$ cat src/rtl/radix_walker.sv
module radix_walker #(
  parameter int EA_W       = 64,
  parameter int PA_W       = 56,
  parameter int NLS_W      = 5,
  parameter int MAX_LEVELS = 8,
  parameter int MIN_NLS    = 5,
  localparam int RS_W      = $clog2(EA_W + 1),
  localparam int LV_W      = $clog2(MAX_LEVELS + 1)
) (
  input  logic             clk,
  input  logic             rst_n,
  input  logic             start,
  input  logic [EA_W-1:0]  ea,
  input  logic [PA_W-1:0]  root_base,
  input  logic [NLS_W-1:0] root_nls,
  input  logic [RS_W-1:0]  total_size,
  output logic             mem_req,
  output logic [PA_W-1:0]  mem_addr,
  input  logic             mem_gnt,
  input  logic             mem_rvalid,
  input  logic [63:0]      mem_rdata,
  output logic             perm_req,
  output logic [63:0]      perm_pte,
  input  logic             perm_ack,
  input  logic             perm_deny,
  output logic             done,
  output logic [1:0]       fault_cause,
  output logic [PA_W-1:0]  real_addr,
  output logic [RS_W-1:0]  page_log2,
  output logic [63:0]      leaf_pte,
  output logic [PA_W-1:0]  leaf_addr
);

  localparam int VBIT = 63;
  localparam int LBIT = 62;
  localparam int NLSB = 56;
  localparam logic [1:0] C_OK = 2'd0, C_NOENT = 2'd1, C_BADCFG = 2'd2, C_PROT = 2'd3;

  typedef enum logic [2:0] {S_IDLE, S_ISSUE, S_WAIT, S_EVAL, S_PERM, S_DONE, S_FAULT} st_t;

  st_t              st;
  logic [EA_W-1:0]  ea_q;
  logic [PA_W-1:0]  base_q;
  logic [NLS_W-1:0] nls_q;
  logic [RS_W-1:0]  rem_q;
  logic [LV_W-1:0]  lvl_q;
  logic [63:0]      ent_q;

  logic [RS_W-1:0]  shift_w, rem_nxt;
  logic [PA_W-1:0]  addr_w, ra_w;
  logic [EA_W-1:0]  pmask;
  logic [NLS_W-1:0] ent_nls;
  logic             root_bad, next_bad;

  assign shift_w = rem_q - RS_W'(nls_q);
  assign addr_w  = base_q + PA_W'(((ea_q >> shift_w) &
                   ((EA_W'(1) << nls_q) - EA_W'(1))) << 3);
  assign rem_nxt = rem_q - RS_W'(nls_q);
  assign pmask   = (EA_W'(1) << rem_nxt) - EA_W'(1);
  assign ra_w    = PA_W'(({{(EA_W-PA_W){1'b0}}, ent_q[PA_W-1:0]} & ~pmask) | (ea_q & pmask));
  assign ent_nls = ent_q[NLSB +: NLS_W];

  assign root_bad = (root_nls < NLS_W'(MIN_NLS)) || (RS_W'(root_nls) > total_size);
  assign next_bad = (ent_nls < NLS_W'(MIN_NLS)) || (RS_W'(ent_nls) > rem_nxt) ||
                    (lvl_q == LV_W'(MAX_LEVELS));

  assign mem_req  = (st == S_ISSUE);
  assign mem_addr = addr_w;
  assign perm_req = (st == S_PERM);
  assign perm_pte = leaf_pte;
  assign done     = (st == S_DONE) || (st == S_FAULT);

  always_ff @(posedge clk or negedge rst_n) begin
    if (!rst_n) begin
      st          <= S_IDLE;
      ea_q        <= '0;
      base_q      <= '0;
      nls_q       <= '0;
      rem_q       <= '0;
      lvl_q       <= '0;
      ent_q       <= '0;
      fault_cause <= C_OK;
      real_addr   <= '0;
      page_log2   <= '0;
      leaf_pte    <= '0;
      leaf_addr   <= '0;
    end else begin
      unique case (st)
        S_IDLE: if (start) begin
          ea_q        <= ea;
          base_q      <= root_base;
          nls_q       <= root_nls;
          rem_q       <= total_size;
          lvl_q       <= '0;
          fault_cause <= root_bad ? C_BADCFG : C_OK;
          st          <= root_bad ? S_FAULT : S_ISSUE;
        end
        S_ISSUE: if (mem_gnt) st <= S_WAIT;
        S_WAIT: if (mem_rvalid) begin
          ent_q <= mem_rdata;
          lvl_q <= lvl_q + LV_W'(1);
          st    <= S_EVAL;
        end
        S_EVAL: begin
          if (!ent_q[VBIT]) begin
            fault_cause <= C_NOENT;
            st          <= S_FAULT;
          end else if (ent_q[LBIT]) begin
            real_addr <= ra_w;
            page_log2 <= rem_nxt;
            leaf_pte  <= ent_q;
            leaf_addr <= addr_w;
            st        <= S_PERM;
          end else if (next_bad) begin
            fault_cause <= C_BADCFG;
            st          <= S_FAULT;
          end else begin
            base_q <= {ent_q[PA_W-1:3], 3'b000};
            nls_q  <= ent_nls;
            rem_q  <= rem_nxt;
            st     <= S_ISSUE;
          end
        end
        S_PERM: if (perm_ack) begin
          fault_cause <= perm_deny ? C_PROT : C_OK;
          st          <= perm_deny ? S_FAULT : S_DONE;
        end
        default: st <= S_IDLE;
      endcase
    end
  end

endmodule

$ cat config.mk
export PLATFORM = sky130hd
export DESIGN_NAME = radix_walker
export DESIGN_NICKNAME = d
export VERILOG_FILES = /design/src/rtl/radix_walker.sv
export SDC_FILE = /design/constraint.sdc
export NUM_CORES = 1
export LEC_CHECK = 0
export ABC_CLOCK_PERIOD_IN_PS = 10500
export CAP_MARGIN = 5
export CORE_ASPECT_RATIO = 1.5
export CORE_MARGIN = 2
export CORE_UTILIZATION = 53
export CTS_CLUSTER_DIAMETER = 80
export CTS_CLUSTER_SIZE = 30
export DETAILED_ROUTE_END_ITERATION = 8
export PLACE_DENSITY = 0.8
export SYNTH_ARGS = -nofsm -noshare
export SYNTH_HDL_FRONTEND = slang
export SYNTH_SLANG_ARGS = --single-unit
$ cat constraint.sdc
create_clock -name clk -period 10.5 [get_ports clk]
set_input_delay 2.1 -clock clk [delete_from_list [all_inputs] [get_ports clk]]
set_output_delay 2.1 -clock clk [all_outputs]
set_load 0.02 [all_outputs]
# After elaboration in Yosys (flattened, before gate mapping)
# Cells that the tools add are included.
# word_totals
regBits	387
latchBits	0
ram_bits	0
mem_bits_ro	0
in_bits	203
out_inout_bits	308
elab_cells	96
mem_count	0
# classes
n_addsub	5
multipliers	0
n_div	0
n_lt_le_gt_ge	4
eq_ne	16
n_shift	3
muxes	36
bitwise_logic	5
n_reduce_logical	15
# ops
op	n
2-to-1 mux 56 bit	4
AND 56 bit	2
case mux 56 bit (2 select lines)	1
right shift 64 x 7 -> 53 bit	1
adder 56 bit	1
inverter 56 bit	1
OR 56 bit	1
left shift 1 x 7 -> 56 bit (first input constant)	1
subtractor 56 x 2 -> 56 bit (second input constant)	1
AND 53 bit	1
left shift 1 x 5 -> 53 bit (first input constant)	1
subtractor 53 x 1 -> 53 bit (second input constant)	1
2-to-1 mux 7 bit	4
2-to-1 mux 3 bit	8
2-to-1 mux 5 bit	4
2-to-1 mux 2 bit	8
case mux 3 bit (5 select lines)	1
> comparator 5 x 7 -> 1 bit	2
case mux 7 bit (2 select lines)	1
< comparator 5 x 3 -> 1 bit (second input constant)	2
!= test 2 bit (second input constant)	5
case mux 5 bit (2 select lines)	1
AND reduction 5 bit	2
equality test 3 bit (second input constant)	3
other kinds (17)	27

# Logic depth before layout (Yosys ltp)
# depth
ltp_word	8
ltp_mapped	26
mapped_depth_nobuf	24

# Worst setup path before layout
# OpenSTA, ideal clock, no wires.
# synth_timing
path_type	register to output
start	register nls_q[1]
end	output port mem_addr[50]
arrival_time_ns	6.121
t_required_ns	8.400
slack_ns	2.279
path_stages_with_launch	22
n_path_buf	4
path_cell_list	dfrtp_1 > clkbuf_1 > inv_1 > fa_1 > clkbuf_1 > clkbuf_1 > clkbuf_1 > mux4_2 > nand2_1 > a311oi_1 > a211oi_1 > a2111oi_0 > ha_1 > a211oi_1 > nor2_1 > a2111oi_2 > nor3_1 > a211oi_2 > o211ai_1 > a21o_1 > a211o_1 > and3_1
# synth_between
elab_chain_len	4
elab_cells_between_ends	6
cone_classes	3 x add/sub; 2 x shift; 1 x bitwise
# synth_lines
item	line_no	text
from (decl)	44	logic [NLS_W-1:0] nls_q;
from (signal assigned)	92	nls_q <= root_nls;
from (signal assigned)	119	nls_q <= ent_nls;
subtractor 7 x 5 -> 7 bit	--	
via rem_nxt[1]	49	logic [RS_W-1:0] shift_w, rem_nxt;
right shift 64 x 7 -> 53 bit	56	assign addr_w = base_q + PA_W'(((ea_q >> shift_w) &
AND 53 bit	56	
adder 56 bit	56	
to (decl)	18	output logic [PA_W-1:0] mem_addr,
# The timed path passes the listed nets, and every way through them passes these cells.

# Worst setup path in the final report
# layout_timing
start	register nls_q[3]
end	output port mem_addr[44]
# layout_between
elab_chain_len	4
elab_cells_between_ends	6
cone_classes	3 x add/sub; 2 x shift; 1 x bitwise
# layout_lines
item	line_no
subtractor 7 x 5 -> 7 bit / left shift 1 x 5 -> 53 bit (equally long branches)	55, 57
right shift 64 x 7 -> 53 bit / subtractor 53 x 1 -> 53 bit (equally long branches)	56, 57
AND 53 bit *	56
adder 56 bit *	56
# Every way passes the cells marked *; elsewhere a longest branch is shown, timed or not.

==> impl_metrics.toml <==
[die]
core.rowCount = 97
core_area_um2 = 46600
die_y_um = 270
die-area_um2 = 49000
ios = 511
start_util = 0.536
chipWidth_um = 181

[place]
dpl.hpwl_mm = 73.9
place.gp.congestion = 1.00
portBuffers = 510

[grt]
grt_pass1_vias = 24022
grt_pass1_wl_mm = 146
grt_max_degree = 174
antenna_found_initial = 9
track_usage = 0.388
grt_overflow = 0

[critical_path]
crit_fanout = 19
r2r_end = "leaf_addr[44]"
reg2reg_depth = 23
crit_arrival_ps = 8160
end_kind = "primary output"
r2r_start = "nls_q[3]"
crit_start = "nls_q[3]"
crit_type = "flip-flop to primary output"
regToRegSetupSlack_ps = 3290
critPathRequiredTime_ps = 8400
cp-endpoint = "mem_addr[44]"
start_kind = "flip-flop"

[timing]
finalSetupTns_ps = 0
grt_setup_unrepaired = "false"
report.final.slew_viol_count = 0
timing.fmax_mhz = 97.5
max_slew.worst_pin.slew_ps = 1130
finalHoldViolCount = 0
setup_viol = 0
fin_crit_ps = 10260
finClkSkew_ps = 31.5
maxSlewHeadroom = 0.241
fin_crit_sh = 0.977

[synthesis]
ys_warn_count = 0
ys_top_cells_by_area = "dfrtp_1, nand2_1, mux2_2"
synth_top_family_by_area = "simple AND/OR/NAND/NOR gates"
synth_edf_count = 0
synth_area_per_cell_um2 = 8.72
yosysSeqAreaShare = 0.387
ys_seq_elements = 387
ys.flop_type = "dfrtp_1"
netlist_area_um2 = 25000
yosys.area.top_type = "dfrtp_1"
synth_simple_gate_area_frac = 0.183
synth_cells = 2868
synthXorXnorAreaFrac = 0.0237
yosys.area_share.adder = 0.0371
synth.distinct_cells = 83
synth_top_area_share = 0.387
muxShareOfSynthArea = 0.151
synth_most_common_cell = "nand2_1"
synth-async-reset-ratio = 1.00
synth.cells.most_frequent = "nand2_1, dfrtp_1, nor2_1"
synth-compound-area-share = 0.160

[cells_and_area]
layout.nets = 3486
drive_gt1_frac = 0.103
areaGrowthSynthToFinish_pct = 23.3

[clock_network]
htree_levels = 1
cts_buffer_depth = 3
hold_buffers = 0
cts_tree = "yes"
cts_buffers = 18
root_buffer = "clkbuf_16"
clock_sinks = 387
clkLatencyLatePin_ps = 580
clk_pin_slew_worst_paths_ps = 110

[detailed_routing]
vias_per_cell = 6.32
final_antenna_net_count = 0
first_pass_iters = 6
drt_iter0_markers = 2239
drc = 0
post_drt_wl_per_cell_um = 25.4
vias = 24126
wirelength_mm = 97.1

[job]
drv_cap = 0

[hold_path]
whs_path_depth = 2
worst_hold_path_type = "flip-flop to flip-flop"

[outcome]
status = "finished clean"
## cell type report
type	instances	area [um^2]
diodes	8	20.0
clock buffers	21	503
clock inverters	6	71.3
fillers	3837	15800
inverters	51	195
multi-input cells	2184	14000
flip-flops and latches	387	9690
well taps	594	743
repair buffers	568	5590
## per-layer routing
| metal | wire length [um] | global-route usage | part of all wire |
|---|---|---|---|
| met5 | 18 | 0 | 0.00019 |
| met4 | 6280 | 0.219 | 0.065 |
| met2 | 47700 | 0.657 | 0.49 |
| met3 | 7140 | 0.0583 | 0.073 |
| met1 | 36000 | 0.473 | 0.37 |
## cells by family (layout without fill, tap and decap cells)
logic type / Yosys count / in the layout
XOR/XNOR: 65 / 65
AND/OR/NAND/NOR: 1104 / 1104
AO/OA/AOI/OAI: 631 / 631
flip-flops: 387 / 387
adder cells (fa/ha/maj): 73 / 73
buffers and inverters: 310 / 646
other: 1 / 22
multiplexers: 297 / 297
## per-stage QoR
stage                     worst slack [ps]  hold WS (ps)   util  cell area [um^2]  cells
final                                  241           481  0.662             30800   3819
after global routing                  40.0           512  0.662             30800   3819
after CTS                              186           487  0.660             30800   3810
after detailed placement               396           462  0.647             30200   3782
after global placement                 532           448  0.647             30200   3782
after floorplan                       2280           435      -             25000   2881
## flip-flops by register name, summed over array words and instances (netlist names)
name,flops
base_q,56
ea_q,64
ent_q,64
fault_cause,2
leaf_addr,56
leaf_pte,63
lvl_q,4
nls_q,5
page_log2,7
real_addr,56
rem_q,7
st,3
## worst min path at each step
stage / start / endpoint / slack (ps)
final: leaf_addr[17] / leaf_addr[17] / 480
after global routing: leaf_addr[36] / leaf_addr[36] / 510
after CTS: leaf_addr[17] / leaf_addr[17] / 490
after detailed placement: leaf_addr[13] / leaf_addr[13] / 460
after global placement: ent_q[61] / leaf_pte[61] / 450
after floorplan: ent_q[61] / leaf_pte[61] / 430
## critical path, stage by stage (launching register included)
cell	delay [ps]
dfrtp_1	340
buf_4	250
clkinv_1	370
ha_1	650
nor2_1	120
o21ai_0	250
o21a_1	180
inv_1	200
o21ai_0	570
buf_4	300
nand2_1	190
a311oi_1	740
ha_1	330
nand3_1	130
nor2_1	220
nand2_1	130
nor4_1	670
buf_4	230
o21ai_0	90
buf_4	180
a21boi_0	340
a21oi_1	170
xnor2_1	240
clkdlybuf4s50_1	680
## repair_timing
action,CTS,global route
buffers inserted,1,1
setup endpoints to repair,13,15
gates resized for setup,2,14
pin swaps,1,1
## layout by cell type, fill, tap and decap left out, types with 10 or more instances in the layout
cell	netlist	layout
xnor2_1	43	43
buf_4	73	55
inv_1	49	48
ha_1	71	70
and3_1	23	21
conb_1	1	14
a21oi_1	141	141
nand3_1	57	56
clkdlybuf4s50_1	0	509
o21ai_0	168	168
nor2b_1	14	14
nor4_1	13	13
mux4_2	48	48
nand4_1	14	14
xor2_1	19	19
a21o_1	27	27
clkbuf_16	0	19
nor3_1	48	48
a31oi_1	83	82
a311oi_1	10	10
o211ai_1	15	15
nor2_1	234	233
nand2_1	663	663
mux2_2	160	160
a22oi_1	13	13
mux2i_1	89	89
a211oi_1	40	40
o31ai_1	17	16
dfrtp_1	387	386
o21a_1	16	16
Power is not shown: default switching activity piles up to over one toggle a cycle in this logic, so the estimate is an artifact.
